**config.mk**
```make
export PLATFORM = sky130hd
export DESIGN_NAME = lru_perm_tracker
export DESIGN_NICKNAME = d
export VERILOG_FILES = /design/src/rtl/lru_perm_pkg.sv /design/src/rtl/lru_state_ram.sv /design/src/rtl/lru_next_code.sv /design/src/rtl/lru_victim_sel.sv /design/src/rtl/lru_perm_tracker.sv
export SDC_FILE = /design/constraint.sdc
export NUM_CORES = 1
export LEC_CHECK = 0
export BUFFER_PORTS_ARGS = -buffer_cell sky130_fd_sc_hd__buf_2
export CAP_MARGIN = 20
export CORE_MARGIN = 2
export CORE_UTILIZATION = 37
export CTS_CLUSTER_SIZE = 20
export DETAILED_ROUTE_END_ITERATION = 7
export SYNTH_ARGS = -nofsm -noshare
export SYNTH_HDL_FRONTEND = slang
export SYNTH_SLANG_ARGS = --single-unit
```
**constraint.sdc**
```tcl
create_clock -name clk -period 21.3 [get_ports clk]
set_clock_uncertainty 0.05 [all_clocks]
set_input_delay 3.195 -clock clk [delete_from_list [all_inputs] [get_ports clk]]
set_output_delay 3.195 -clock clk [all_outputs]
set_load 0.005 [all_outputs]
```
**src/rtl/lru_perm_pkg.sv**
```systemverilog
package lru_perm_pkg;

    localparam int MAX_WAYS = 4;

    // order[0] is the least recently used way, order[n-1] the most recent
    typedef logic [MAX_WAYS-1:0][1:0] order_t;

    function automatic int fact(input int n);
        int r;
        r = 1;
        for (int i = 2; i <= MAX_WAYS; i++)
            if (i <= n) r = r * i;
        return r;
    endfunction

    function automatic int code_width(input int ways);
        if (ways <= 2) return 1;
        if (ways == 3) return 3;
        return 5;
    endfunction

    function automatic int clamp_floor(input int f, input int n);
        return (f > n - 1) ? n - 1 : f;
    endfunction

    // permutation number -> order string
    function automatic order_t unrank(input int code, input int n);
        order_t o;
        logic [MAX_WAYS-1:0] used;
        int rem, f, q, cnt;
        o    = '0;
        used = '0;
        rem  = code;
        for (int i = 0; i < MAX_WAYS; i++) begin
            if (i < n) begin
                f   = fact(n - 1 - i);
                q   = rem / f;
                rem = rem % f;
                cnt = 0;
                for (int v = 0; v < MAX_WAYS; v++) begin
                    if (v < n && !used[v]) begin
                        if (cnt == q) begin
                            o[i]    = 2'(v);
                            used[v] = 1'b1;
                        end
                        cnt++;
                    end
                end
            end
        end
        return o;
    endfunction

    // order string -> permutation number
    function automatic int rank(input order_t o, input int n);
        int r, c;
        r = 0;
        for (int i = 0; i < MAX_WAYS; i++) begin
            if (i < n) begin
                c = 0;
                for (int j = 0; j < MAX_WAYS; j++)
                    if (j > i && j < n && o[j] < o[i]) c++;
                r = r + c * fact(n - 1 - i);
            end
        end
        return r;
    endfunction

    function automatic order_t reversed(input int n);
        order_t o;
        o = '0;
        for (int i = 0; i < MAX_WAYS; i++)
            if (i < n) o[i] = 2'(n - 1 - i);
        return o;
    endfunction

    // move way w to the most-recent end, keep the rest in order
    function automatic order_t touch(input order_t o, input int n, input int w);
        order_t r;
        int k;
        if (w >= n) return o;
        r = '0;
        k = 0;
        for (int i = 0; i < MAX_WAYS; i++) begin
            if (i < n && int'(o[i]) != w) begin
                r[k] = o[i];
                k++;
            end
        end
        r[n-1] = 2'(w);
        return r;
    endfunction

    function automatic int pick(input order_t o, input int n, input int f);
        int fe, res;
        logic found;
        fe    = clamp_floor(f, n);
        res   = n - 1;
        found = 1'b0;
        for (int i = 0; i < MAX_WAYS; i++) begin
            if (i < n && !found && int'(o[i]) >= fe) begin
                res   = int'(o[i]);
                found = 1'b1;
            end
        end
        return res;
    endfunction

endpackage

```
**src/rtl/lru_state_ram.sv**
```systemverilog
module lru_state_ram #(
    parameter int ENTRIES = 64,
    parameter int IDX_W   = 6,
    parameter int CODE_W  = 5
) (
    input  logic              clk,
    input  logic              rst,
    input  logic              clear,
    input  logic [IDX_W-1:0]  rd_addr,
    output logic [CODE_W-1:0] rd_q,
    input  logic [IDX_W-1:0]  peek_addr,
    output logic [CODE_W-1:0] peek_q,
    input  logic              wr_en,
    input  logic [IDX_W-1:0]  wr_addr,
    input  logic [CODE_W-1:0] wr_data
);

    logic [CODE_W-1:0] mem [ENTRIES];

    always_ff @(posedge clk) begin
        if (rst || clear) begin
            for (int e = 0; e < ENTRIES; e++) mem[e] <= '0;
            rd_q <= '0;
        end else begin
            if (wr_en) mem[wr_addr] <= wr_data;
            rd_q <= mem[rd_addr];
        end
    end

    // asynchronous port for the miss path
    assign peek_q = mem[peek_addr];

endmodule

```
**src/rtl/lru_next_code.sv**
```systemverilog
module lru_next_code
    import lru_perm_pkg::*;
#(
    parameter int WAYS   = 4,
    parameter int CODE_W = 5,
    parameter int WAY_W  = 2
) (
    input  logic [CODE_W-1:0] code_i,
    input  logic [WAY_W-1:0]  way_i,
    output logic [CODE_W-1:0] code_o
);

    generate
        if (WAYS == 1) begin : g_single
            logic unused_way;
            assign unused_way = ^way_i;
            assign code_o     = code_i;
        end else begin : g_multi
            order_t ord;
            always_comb begin
                // unused codes behave as the fully reversed order
                if (int'(code_i) < fact(WAYS)) ord = unrank(int'(code_i), WAYS);
                else                           ord = reversed(WAYS);
                code_o = CODE_W'(rank(touch(ord, WAYS, int'(way_i)), WAYS));
            end
        end
    endgenerate

endmodule

```
**src/rtl/lru_victim_sel.sv**
```systemverilog
module lru_victim_sel
    import lru_perm_pkg::*;
#(
    parameter int WAYS   = 4,
    parameter int CODE_W = 5,
    parameter int WAY_W  = 2
) (
    input  logic [CODE_W-1:0] code_i,
    input  logic [WAY_W-1:0]  floor_i,
    output logic [WAY_W-1:0]  way_o
);

    generate
        if (WAYS == 1) begin : g_single
            logic unused_in;
            assign unused_in = ^{code_i, floor_i};
            assign way_o     = '0;
        end else begin : g_multi
            always_comb begin
                if (int'(code_i) < fact(WAYS))
                    way_o = WAY_W'(pick(unrank(int'(code_i), WAYS), WAYS, int'(floor_i)));
                else if (WAYS == 4)
                    way_o = '0;   // unused 4-way codes always name way 0
                else
                    way_o = WAY_W'(pick(reversed(WAYS), WAYS, int'(floor_i)));
            end
        end
    endgenerate

endmodule

```
**src/rtl/lru_perm_tracker.sv**
```systemverilog
module lru_perm_tracker
    import lru_perm_pkg::*;
#(
    parameter int WAYS = 4,
    parameter int SETS = 64,
    localparam int IDX_W  = (SETS > 1) ? $clog2(SETS) : 1,
    localparam int WAY_W  = (WAYS > 2) ? 2 : 1,
    localparam int CODE_W = code_width(WAYS)
) (
    input  logic             clk,
    input  logic             rst,
    input  logic             flush,
    input  logic             acc_valid,
    input  logic [IDX_W-1:0] acc_index,
    input  logic [WAY_W-1:0] acc_way,
    input  logic [IDX_W-1:0] victim_index,
    input  logic [WAY_W-1:0] victim_floor,
    output logic [WAY_W-1:0] victim_way
);

    typedef struct packed {
        logic             vld;
        logic [IDX_W-1:0] idx;
        logic [WAY_W-1:0] way;
    } pend_t;

    typedef struct packed {
        logic              vld;
        logic [IDX_W-1:0]  idx;
        logic [CODE_W-1:0] code;
    } wb_t;

    pend_t             pend;
    wb_t               last_wr;
    logic [CODE_W-1:0] rd_code, peek_code, base_code, new_code, vic_code;

    // stage 1: capture the access while the array read is in flight
    always_ff @(posedge clk) begin
        if (rst || flush) pend <= '0;
        else              pend <= '{vld: acc_valid, idx: acc_index, way: acc_way};
    end

    // remember the last write to forward over the registered read
    always_ff @(posedge clk) begin
        if (rst || flush) last_wr <= '0;
        else              last_wr <= '{vld: pend.vld, idx: pend.idx, code: new_code};
    end

    assign base_code = (last_wr.vld && last_wr.idx == pend.idx) ? last_wr.code : rd_code;

    lru_state_ram #(.ENTRIES(SETS), .IDX_W(IDX_W), .CODE_W(CODE_W)) u_ram (
        .clk      (clk),
        .rst      (rst),
        .clear    (flush),
        .rd_addr  (acc_index),
        .rd_q     (rd_code),
        .peek_addr(victim_index),
        .peek_q   (peek_code),
        .wr_en    (pend.vld),
        .wr_addr  (pend.idx),
        .wr_data  (new_code)
    );

    lru_next_code #(.WAYS(WAYS), .CODE_W(CODE_W), .WAY_W(WAY_W)) u_next (
        .code_i(base_code),
        .way_i (pend.way),
        .code_o(new_code)
    );

    // the miss path sees an update that has not yet been written back
    assign vic_code = (pend.vld && pend.idx == victim_index) ? new_code : peek_code;

    lru_victim_sel #(.WAYS(WAYS), .CODE_W(CODE_W), .WAY_W(WAY_W)) u_vic (
        .code_i (vic_code),
        .floor_i(victim_floor),
        .way_o  (victim_way)
    );

endmodule

```
# Yosys cells after proc, flatten, opt, wreduce, memory -nomap -nowiden
# Memory sizes are Yosys's and may differ from the RTL's. A register that Yosys moved wholly into a read port is not among the register bits.
# Index checks and enable logic that the tools add are counted.
# totals
mem_bits_ro	0
input_bits	20
output_inout_bits	2
wordCells	296
memories	1
ff_bits	21
ramBits	320
latch_bits	0
# mem_list
memory	depth	width	read_ports	rd_clocked_by_memory_dff	write_ports	line_no	rtl
u_ram.mem	64	5	2	1	64	lru_state_ram.sv:18	logic [CODE_W-1:0] mem [ENTRIES];
# classes
add_sub_neg	23
eq_ne	30
n_reduce_logical	19
n_div	8
shift	0
bitwise	0
order_cmp	18
n_mul	3
muxes	188
# op_table
operator	n
$mux W32	50
$eq A32 B32 Y1	24
$add A32 B2 Y32 const B	18
$logic_not A32 Y1	6
$mux W2	48
$mux W1	70
$div A32 B32 Y32	2
$div A6 B32 Y32	2
$ge A32 B1 Y1 const B	2
$lt A32 B4 Y1 const B	2
$mod A32 B32 Y32	2
$mod A6 B32 Y32	2
$mul A32 B3 Y32 const B	2
$mul A32 B3 Y4 const B	1
$bwmux W8	3
$mux W4	6
$mux W8	3
$mux W5	3
$demux W2 S2	3
$eq A6 B6 Y1	2
$lt A2 B2 Y1	6
$mux W6	2
$lt A5 B5 Y1 const B	2
$ge A2 B2 Y1	4
10 further kinds	24

# Depth between registers and ports, before layout
# Gate-level depths: netlist of run 1.
# depth
word_depth	119
mapped_depth	87
ltp_nobuf	84

# By module
# From an unflattened synthesis of run 1, not the netlist that was laid out.
# unflattened
cells_unflattened	1771
hier_area_um2	22283.9
# by_module_without_submodules
mod	seq_area_each_um2	n_inst	cells_per_inst	area_each_um2
lru_state_ram	9709.3	1	1246	17974.7
lru_next_code	0.0	1	298	2313.5
lru_victim_sel	0.0	1	156	1158.6
lru_perm_tracker	420.4	1	71	837.1

# Least setup slack after synthesis of run 1
# Ideal clock, no wire load.
# synth_timing
kind	register to output
startpoint	reg pend[5] in the netlist's numbering
endpoint	out victim_way[1]
path_slack_ns	1.695
stages_incl_launch_ff	80
arrival_time_ns	16.360
path_buffers	1
required_ns	18.055
path_cell_list	dfxtp_1 xor2_1 or3_1 nor2_2 nand2_1 o21ai_0 ha_1 or3b_1 and3_1 mux2i_2 a211oi_1 a31oi_1 nor2_1 ha_1 ha_1 nor2b_1 o211a_1 a211oi_2 (+44 left out) a221o_1 o2111ai_1 o31ai_1 o2111a_2 o221ai_2 o22ai_2 mux2_2 or2_1 ha_1 nand2_1 nor4_1 o211ai_1 and2_1 ha_1 nand2b_1 a21oi_1 nor3b_1 a2111oi_2
# synth_between
elab_chain_len	68
word_cells_on_any_way	261
cone_classes	add/sub: 19; mul: 1; div: 8; order compare: 18; eq/ne: 30; mux: 168; reduce/logical: 17
# synth_lines
item	line_no	rtl
start, declared	lru_perm_tracker.sv:33	pend_t pend;
start signal, assigned	lru_perm_tracker.sv:40	else pend <= '{vld: acc_valid, idx: acc_index, way: acc_way};
$eq A6 B6 Y1	lru_perm_tracker.sv:49	assign base_code = (last_wr.vld && last_wr.idx == pend.idx) ? last_wr.code : rd_code;
$logic_and A1 B1 Y1	lru_perm_tracker.sv:49	
$mux W5	lru_perm_tracker.sv:49	
$mod A6 B32 Y32 / $div A6 B32 Y32 (equally long branches)	lru_perm_pkg.sv:38, lru_perm_pkg.sv:37	
$mux W32 / $logic_not A32 Y1 (equally long branches)	lru_next_code.sv:22, lru_perm_pkg.sv:42	
$div A32 B32 Y32 / $mux W1 (equally long branches)	lru_perm_pkg.sv:37, lru_perm_pkg.sv:42	
$logic_not A32 Y1 / $mux W4 (equally long branches)	lru_perm_pkg.sv:42, lru_next_code.sv:22	
$mux W1, on equally long branches	lru_perm_pkg.sv:42, lru_perm_pkg.sv:41	
(+26 left out)	n/a	
$add A32 B2 Y32	lru_perm_pkg.sv:62	if (j > i && j < n && o[j] < o[i]) c++;
$mux W32	lru_perm_pkg.sv:62	
$mul A32 B3 Y4	lru_perm_pkg.sv:63	r = r + c * fact(n - 1 - i);
$add A5 B5 Y5	lru_perm_pkg.sv:63	
$add A5 B2 Y5	lru_perm_pkg.sv:63	
$mux W5 (*)	lru_perm_tracker.sv:71	assign vic_code = (pend.vld && pend.idx == victim_index) ? new_code : peek_code;
branches (longest 27 deep; another with $mod A6 B32 Y32)	n/a	
$mux W2 (*)	lru_victim_sel.sv:20	if (int'(code_i) < fact(WAYS))
end, declared	lru_perm_tracker.sv:18	output logic [WAY_W-1:0] victim_way
# Every way passes the cells marked *. The select of a mux whose other input is x is not followed.

# Worst setup path in the final report of run 1
# layout_timing
startpoint	reg pend[6] in the netlist's numbering
endpoint	out victim_way[1]
# The elaborated chain is that of the path after synthesis.

==> impl_results.md, run 1 <==
* Unique cell type count in the Yosys netlist at 96
* YS warnings at 0
* Fmax at 49.3 MHz
* Final WS setup at 998 ps
* Placement Setup Slack at -157 ps
* Num CTS Buffers at 38
* Critical Path RT at roughly 18000 ps
* Clock Pin Slew Worst Setup and Hold Paths at 60 ps
* Filler instances at about 5300
* Final std cells w/o fill at 2529
* Max-slew violations at 0
* Synth top area cells: edfxtp_1 45%, mux4_2 22%, nor2_1 6.6%
* DP HPWL at approximately 40000 um
* Wire length per cell at 22.9 um
* Worst Path Max Fanout at 11
* Worst Hold Margin at roughly 510 ps
* Initial antenna violation count at 7
* Overall Global Routing Usage at approximately a fifth
* Max-Cap Viols at 0
* Sequential area share after synthesis at between 40% and 50%
* HP Class: flip-flop to flip-flop
* Detailed-route via count at 14900
* # clock sinks at 346
* Skew-Pair Late Insertion Delay at between 500 and 600 ps
* Layout cell share with drive strength beyond 1 at between 20 and 25%
* Initial DRC count at ~1500
* Shortest period the worst path allows at approximately 20000 ps
* TritonCTS clock tree: yes
* GR Overflow Total at 0
* Top_reg_cell synth: edfxtp_1
* RD Place Congestion at around 0.9
* H-tree depth at 2
* Critical path's largest stage delay at 700 ps
* DRT antenna net count at 0
* Average cell area after synthesis at roughly 12 um^2
* Crit Path Category: flip-flop to primary output
* 1st-pass router iterations at 7
* Die Ht at 244 um
* Post-route clock period utilization at 95.3%
* Largest net degree at the start of global routing at roughly 80
* Post-synth EDFFs at 320
* Footprint of the multi-input gates at about 0.011 mm^2
* Slowest cell on the critical path: or4b_2
* Vias in the first global route at between 10000 and 15000
* Hold buffers post-CTS at 0
* Crit path launch type: flip-flop
* DR DRC count at 0
* Status: finished, final reports clean
* Final core occ at between 40% and 50%
* First-pass GRT wire length at 88500 um
* Async SR Flop Fraction at 0%
* CTS max path bufs at 3
* Final hold vios at 0
* Crit path arrival time at approximately 17000 ps
* Area of the mapped netlist at between 0.02 and 0.025 mm^2
* Nets at between 1500 and 2000
* Syn_nets at approximately 1800
* # rows at 88
* Worst rel slew slack at between 20% and 30%
* # port buffers at 21
* Final setup violation count at 0
* Die Area at 0.0596 mm^2
* Crit. End Element: primary output
* Register area at 0.0101 mm^2
* Synthesized flop and latch total at ~350
* Placed cell count at between 2000 and 2500
* Initial cell density of the core at 37.2%
* Mapped Cells at 1743
* Final wirelength at between 50000 and 60000 um
* Via density at just under 6
* Core ar. at 0.0574 mm^2
* I/O Pins at 22
* Yosys top cell by area: edfxtp_1
* Die Wd at between 200 and 250 um
* Clock Tree Root: clkbuf_16
* Area Growth Syn to Fin at 11.6%
* Cell mode on critical path: nand2_1
* Worst-Margin Slew at about 1200 ps
* Yosys top cell area share at 45.0%
## cell usage after synthesis (14+ instances only)
| cell type | count |
|---|---|
| buf_1 | 24 |
| and2_1 | 29 |
| inv_1 | 44 |
| and3_1 | 14 |
| ha_1 | 47 |
| nor2_1 | 374 |
| nand2b_1 | 19 |
| xnor2_1 | 23 |
| dfxtp_1 | 26 |
| a21o_1 | 15 |
| nand2_1 | 198 |
| nor3_1 | 19 |
| edfxtp_1 | 320 |
| o21ai_0 | 18 |
| a21oi_1 | 38 |
| clkbuf_1 | 75 |
| mux4_2 | 210 |
## sequential cells by signal, summed over array words and instances, names as in the netlist
| signal | cells |
|---|---|
| pend | 9 |
| last_wr | 12 |
| u_ram.rd_q | 5 |
| u_ram.mem | 320 |
## metrics by stage
| stage | setup TNS [ps] | area, um^2 |
|---|---|---|
| 2_1_floorplan | 0 | 21300 |
| 3_3_place_gp | 0 | 22200 |
| 3_5_place_dp | -252 | 22200 |
| 4_1_cts | 0 | 23400 |
| 5_1_grt | -217 | 23800 |
| 6_report | 0 | 23800 |
## timing repair
action                     4_1_cts  5_1_grt
pin swaps                        1       20
resized for setup               15       52
buffers inserted                 2       17
setup endpoints to repair        2        2
## layer usage
layer / routed length [um] / part of all wire, % / global-route usage [%] / up-vias
met5: 37 / 0.064 / 0 / -
met4: 1750 / 3.0 / 5.72 / 8
met3: 5330 / 9.2 / 3.64 / 106
met2: 27400 / 47 / 31.1 / 673
met1: 23500 / 41 / 26.3 / 7537
li1: - / - / - / 6597
## cells in the final DEF (no fill, tap or decap), types with 7 or more instances in the layout
cell type	synthesis	layout
o2111ai_1	7	7
mux2_2	7	7
a21o_1	15	15
nor2b_1	9	9
inv_1	44	41
a21oi_1	38	33
edfxtp_1	320	320
and3_1	14	14
mux4_2	210	210
nor3_1	19	16
a31oi_1	13	11
xnor2_1	23	20
dfxtp_1	26	20
nand2_1	198	198
nor3b_1	9	8
clkbuf_16	0	38
and2_1	29	27
o21ai_0	18	17
xor2_1	7	7
buf_4	1	44
buf_2	10	17
a21oi_2	3	7
nand3_1	13	13
nand2b_1	19	19
clkbuf_1	75	7
nor2_1	374	369
clkinv_2	0	8
ha_1	47	39
o211ai_1	13	13
## area by class of cell
cell class                      instances  share of cell area [%]
Antenna cell                            2                  0.0210
Clock buffer                           45                    4.10
Clock inverter                         24                    1.01
Inverter                               45                   0.709
Multi-Input combinational cell       1240                    45.7
Sequential cell                       346                    42.6
Tap cell                              765                    4.02
Timing Repair Buffer                   62                    1.86
## path summary, 6_finish.rpt
check                           cells past startpoint                              to          startpoint  slack [ps]
worst min register to register                      1           last_wr[9]$_SDFF_PP0_  pend[6]$_SDFF_PP0_         510
worst min-delay path                                1           last_wr[9]$_SDFF_PP0_  pend[6]$_SDFF_PP0_         510
worst max-delay path                               84                   victim_way[1]  pend[6]$_SDFF_PP0_        1000
worst max register to register                     48  u_ram.mem[36][4]$_SDFFCE_PN0P_  pend[6]$_SDFF_PP0_       10770
## critical path: cells and delay by family, from the launching register on
| kind | cells | cell delay [ps] |
|---|---|---|
| compound gates | 26 | 4780 |
| simple gates | 28 | 4880 |
| fa+ha+maj | 15 | 3870 |
| xor+xnor | 5 | 860 |
| buf+inv | 7 | 810 |
| flops | 1 | 380 |
| mux | 3 | 890 |
## kinds of logic (layout without fill, tap and decap cells)
family | Yosys count | after routing | share of synthesized area (%)
flops | 346 | 346 | 47.5
buf+inv | 157 | 176 | 2.91
other cells | 0 | 2 | 0
mux | 232 | 232 | 23.3
fa+ha+maj | 49 | 49 | 2.94
compound gates | 182 | 182 | 6.55
simple gates | 747 | 747 | 15.6
xor+xnor | 30 | 30 | 1.23
Power of run 1 is not shown: default switching activity piles up to over one toggle a cycle in this logic, so the estimate is an artifact.
==> run 2, diff against run 1 <==
PLACE_DENSITY = 0.63   (was unset)
REMOVE_ABC_BUFFERS = 1   (was unset)
clock period = 18.15 ns   (was 21.3 ns; I/O delays follow)
==> impl_results.md, run 2 (synthesis gave the netlist of run 1 again) <==
* # clock sinks at around 350
* Crit Path Category: flip-flop to primary output
* CTS max path bufs at 3
* 1st-pass router iterations at 6
* Max-Cap Viols at 0
* Largest net degree at the start of global routing at 67
* Critical Path RT at between 15000 and 20000 ps
* Die Area at approximately 0.060 mm^2
* Final WS setup at -202 ps
* Fmax at between 50 and 60 MHz
* # port buffers at 21
* Worst r2r src: last_wr[9]$_SDFF_PP0_
* I/O Pins at 22
* Area Growth Syn to Fin at 18.9%
* Final std cells w/o fill at between 2000 and 3000
* Worst Path Max Fanout at 7
* Post-route clock period utilization at 101%
* Max-slew violations at 0
* Crit. End Element: primary output
* Die Wd at ~240 um
* Hold path cells at 2
* HP Class: flip-flop to flip-flop
* Layout cell share with drive strength beyond 1 at 32.9%
* RD Place Congestion at 0.875
* Initial antenna violation count at 5
* R2R cell count at 49
* Die Ht at around 240 um
* Most common cell after layout, fill and taps aside: nor2_1
* GR Overflow Total at 0
* Nets at 1939
* DRT antenna net count at 0
* Vias in the first global route at approximately 16000
* First-pass GRT wire length at between 90000 and 100000 um
* # rows at ~90
* Worst-Margin Slew at 1140 ps
* Placed cell count at ~2500
* Cell mode on critical path: ha_4
* Initial DRC count at roughly 1700
* Final hold vios at 0
* Max reg flops at 320
* Final setup violation count at 2
* Status: finished with violations
* Overall Global Routing Usage at between 20% and 30%
* Final wirelength at 60500 um
* Failing checks: negative setup slack
* Skew-Pair Late Insertion Delay at about 540 ps
* Crit path launch type: flip-flop
* Core ar. at between 0.05 and 0.06 mm^2
* CP startpoint: last_wr[9]$_SDFF_PP0_
* Worst rel slew slack at a little under a quarter
* Via density at around 5.8
* RSZ-0062 raised after global routing: true
* DP HPWL at approximately 41000 um
* Slowest cell on the critical path: or4b_4
* TritonCTS clock tree: yes
* Top reg by flops: u_ram.mem
* Shortest period the worst path allows at 18350 ps
* Crit path arrival time at between 15000 and 20000 ps
* Critical path's largest stage delay at between 500 and 600 ps
* Initial cell density of the core at 37.2%
* Regs by FF count: u_ram.mem (320), last_wr (12), pend (9)
* Most frequent cells in the layout: 364 x nor2_1, 320 x edfxtp_1, 210 x mux4_2
* Detailed-route via count at around 16000
* Wire length per cell at about 23 um
* HP Start: pend[3]$_SDFF_PP0_
* Clock Pin Slew Worst Setup and Hold Paths at ~60 ps
* DR DRC count at 0
* Clock Tree Root: clkbuf_16
* Num CTS Buffers at 38
* H-tree depth at 2
[run 2: routing by layer]
layer | track usage (%) | share of wire (%) | vias to the layer above
met5 | 0 | 0.038 | -
met4 | 7.28 | 3.8 | 4
met3 | 3.78 | 8.0 | 135
met2 | 35.1 | 50 | 663
met1 | 25.5 | 38 | 7881
li1 | - | - | 6862
[run 2: worst paths after layout]
kind	end	slack, ps
setup reg to reg	u_ram.mem[48][4]$_SDFFCE_PN0P_	8180
setup / recovery	victim_way[1]	-200
hold reg to reg	last_wr[6]$_SDFF_PP0_	630
hold / removal	last_wr[6]$_SDFF_PP0_	630
[run 2: worst max-delay path: cells and delay by family, from the launching register on]
| kind | cells | cell delay [ps] |
|---|---|---|
| AOI/OAI and AO/OA | 25 | 4120 |
| xor gates and xnor gates | 5 | 790 |
| adders and majority gates | 14 | 3240 |
| buffers and inverters | 12 | 1320 |
| DFF | 1 | 330 |
| muxes | 2 | 540 |
| and+or+nand+nor | 27 | 4630 |
[run 2: layout make-up]
cell class,instances,area [um^2]
flip-flops and latches,346,10100
inverters,45,174
multi-input cells,1240,11300
fillers,5146,32000
diodes,3,7.51
clock inverters,20,231
repair buffers,199,1510
clock buffers,48,1050
well taps,765,957
[run 2: timing repair]
item	in CTS	in global routing
hold buffers	0	0
gates resized for setup	77	77
pin swaps	62	69
buffers inserted	23	22
endpoints found under the setup margin	2	2
[run 2: stage by stage]
stage                     setup slack, ps  util [%]  hold slack, ps  cell area (um^2)  setup TNS, ps
after floorplan                     -3200         -             520             20900          -6320
after global placement               -158      40.1             601             23000           -224
after detailed placement             -605      40.1             611             23000          -1070
after CTS                            7.98      43.2             619             24800              0
after global routing                 -983      44.2             649             25400          -1950
final                                -202      44.2             625             25400           -396
Power of run 2 is left out for the same reason.
==> run 3, diff against run 2 <==
CTS_CLUSTER_DIAMETER = 200   (was unset)
REMOVE_ABC_BUFFERS = unset   (was 1)
==> impl_results.md, run 3 (synthesis gave the netlist of run 1 again) <==
* Status: finished with violations
* Failing checks: negative setup slack
* Setup tns final at -340 ps
* Critical path's largest stage delay at between 500 and 600 ps
* # rows at slightly below 90
* Most frequent cells in the layout: 363 x nor2_1, 320 x edfxtp_1, 210 x mux4_2
* Final setup violation count at 2
* Initial DRC count at approximately 1800
* Vias in the first global route at about 15000
* Via density at approximately 5.9
* Core ar. at around 0.057 mm^2
* Detailed-route via count at 15400
* Final wirelength at 59100 um
* DRT antenna net count at 0
* Worst rel slew slack at around 20%
* H-tree depth at 1
* Crit Path Category: flip-flop to primary output
* Initial cell density of the core at about 37%
* Final hold vios at 0
* Cell mode on critical path: buf_4
* First-pass GRT wire length at between 90000 and 100000 um
* Shortest period the worst path allows at approximately 18000 ps
* Filler instances at 5161
* RSZ-0062 raised after global routing: true
* CP startpoint: last_wr[9]$_SDFF_PP0_
* Gr busiest metal: met2
* CTS max path bufs at 3
* Layout cell share with drive strength beyond 1 at a little under a third
* Initial antenna violation count at 7
* R2R cell count at between 60 and 70
* HP Class: flip-flop to flip-flop
* Critical Path RT at around 15000 ps
* Top reg by flops: u_ram.mem
* DR DRC count at 0
* Area Growth Syn to Fin at 15.1%
* Worst-Margin Slew at 1200 ps
* Regs by FF count: u_ram.mem (320), last_wr (12), pend (9)
* Crit path launch type: flip-flop
* 1st-pass router iterations at 5
* Worst r2r src: last_wr[9]$_SDFF_PP0_
* Clock Tree Root: clkbuf_16
* Wire length per cell at ~23 um
* Crit. End Element: primary output
* Max-slew violations at 0
* Final core occ at a little over two fifths
* Die Area at between 0.05 and 0.06 mm^2
* Worst Path Max Fanout at 7
* Max-Cap Viols at 0
* Die Ht at 244 um
* RD Place Congestion at 0.908
* Fmax at 54.4 MHz
* Max reg flops at 320
* GR Layer Usage met3 at ~3.1%
* Num CTS Buffers at 21
* Inserted Diodes at 0
* # port buffers at 21
* Slowest cell on the critical path: or4_4
* Nets at around 1900
* Final WS setup at -228 ps
* # clock sinks at 346
* Met1 Track Usage GR at a little over a quarter
* GR Overflow Total at 0
* Overall Global Routing Usage at about 20%
* DP HPWL at around 40000 um
* Post-route clock period utilization at 101%
* Hold buffers post-CTS at 0
* Clock Pin Slew Worst Setup and Hold Paths at approximately 90 ps
* Most common cell after layout, fill and taps aside: nor2_1
* Skew-Pair Late Insertion Delay at approximately 550 ps
* Hold path cells at 2
* I/O Pins at 22
* Placement Setup Slack at -329 ps
* Crit path arrival time at approximately 16000 ps
* Largest net degree at the start of global routing at 84
* Die Wd at ~240 um
* Met2 Track Usage GR at 32.6%
* TritonCTS clock tree: yes
* HP Start: pend[2]$_SDFF_PP0_
## run 3: cell count changes in the layout (fill, tap and decap cells not counted), sizes merged
| cell | before | now |
|---|---|---|
| bufinv | 5 | 0 |
| inv | 45 | 47 |
| clkinv | 10 | 0 |
| clkinvlp | 5 | 0 |
| clkbuf | 49 | 27 |
| buf | 198 | 190 |
| diode | 3 | 0 |
## run 3: area by class of cell
| class | count | area (um^2) | area share (%) |
|---|---|---|---|
| clock inverters | 2 | 25.0 | 0.102 |
| repair buffers | 190 | 1420 | 5.77 |
| clock buffers | 27 | 548 | 2.23 |
| well taps | 765 | 957 | 3.89 |
| flip-flops and latches | 346 | 10100 | 41.2 |
| inverters | 45 | 176 | 0.718 |
| multi-input cells | 1240 | 11300 | 46.1 |
## run 3: layer usage
layer | wire length, um | share of wire, %
met1 | 23700 | 40
met2 | 28700 | 49
met3 | 5070 | 8.6
met4 | 1640 | 2.8
met5 | 74 | 0.13
## run 3: worst max-delay path, delay by kind of cell, from the launching register on
| kind | cells | cell delay, ps |
|---|---|---|
| buffers and inverters | 23 | 2610 |
| multiplexers | 3 | 840 |
| flip-flops | 1 | 330 |
| AND/OR/NAND/NOR | 27 | 4650 |
| AO/OA/AOI/OAI | 19 | 3220 |
| adder cells (fa/ha/maj) | 12 | 2880 |
| XOR/XNOR | 3 | 490 |
## run 3: what timing repair did
item | CTS | global route
pin swaps | 60 | 50
buffers inserted | 73 | 21
gates resized for setup | 81 | 53
endpoints found under the setup margin | 2 | 2
## run 3: path summary, 6_finish.rpt
path                            slack [ps]                             end
worst max-delay path                  -230                   victim_way[1]
worst min-delay path                   630           last_wr[5]$_SDFF_PP0_
worst max register to register        7990  u_ram.mem[47][0]$_SDFFCE_PN0P_
worst min register to register         630           last_wr[5]$_SDFF_PP0_
## run 3: stage by stage
| step | cells | hold WS, ps | instance area [um^2] |
|---|---|---|---|
| floorplan | 1743 | 520 | 21500 |
| global route | 2615 | 647 | 24600 |
| finish | 2615 | 625 | 24600 |
| global placement | 2493 | 599 | 22700 |
| detailed placement | 2493 | 608 | 22700 |
| CTS | 2595 | 622 | 24200 |
Power of run 3 is left out for the same reason.
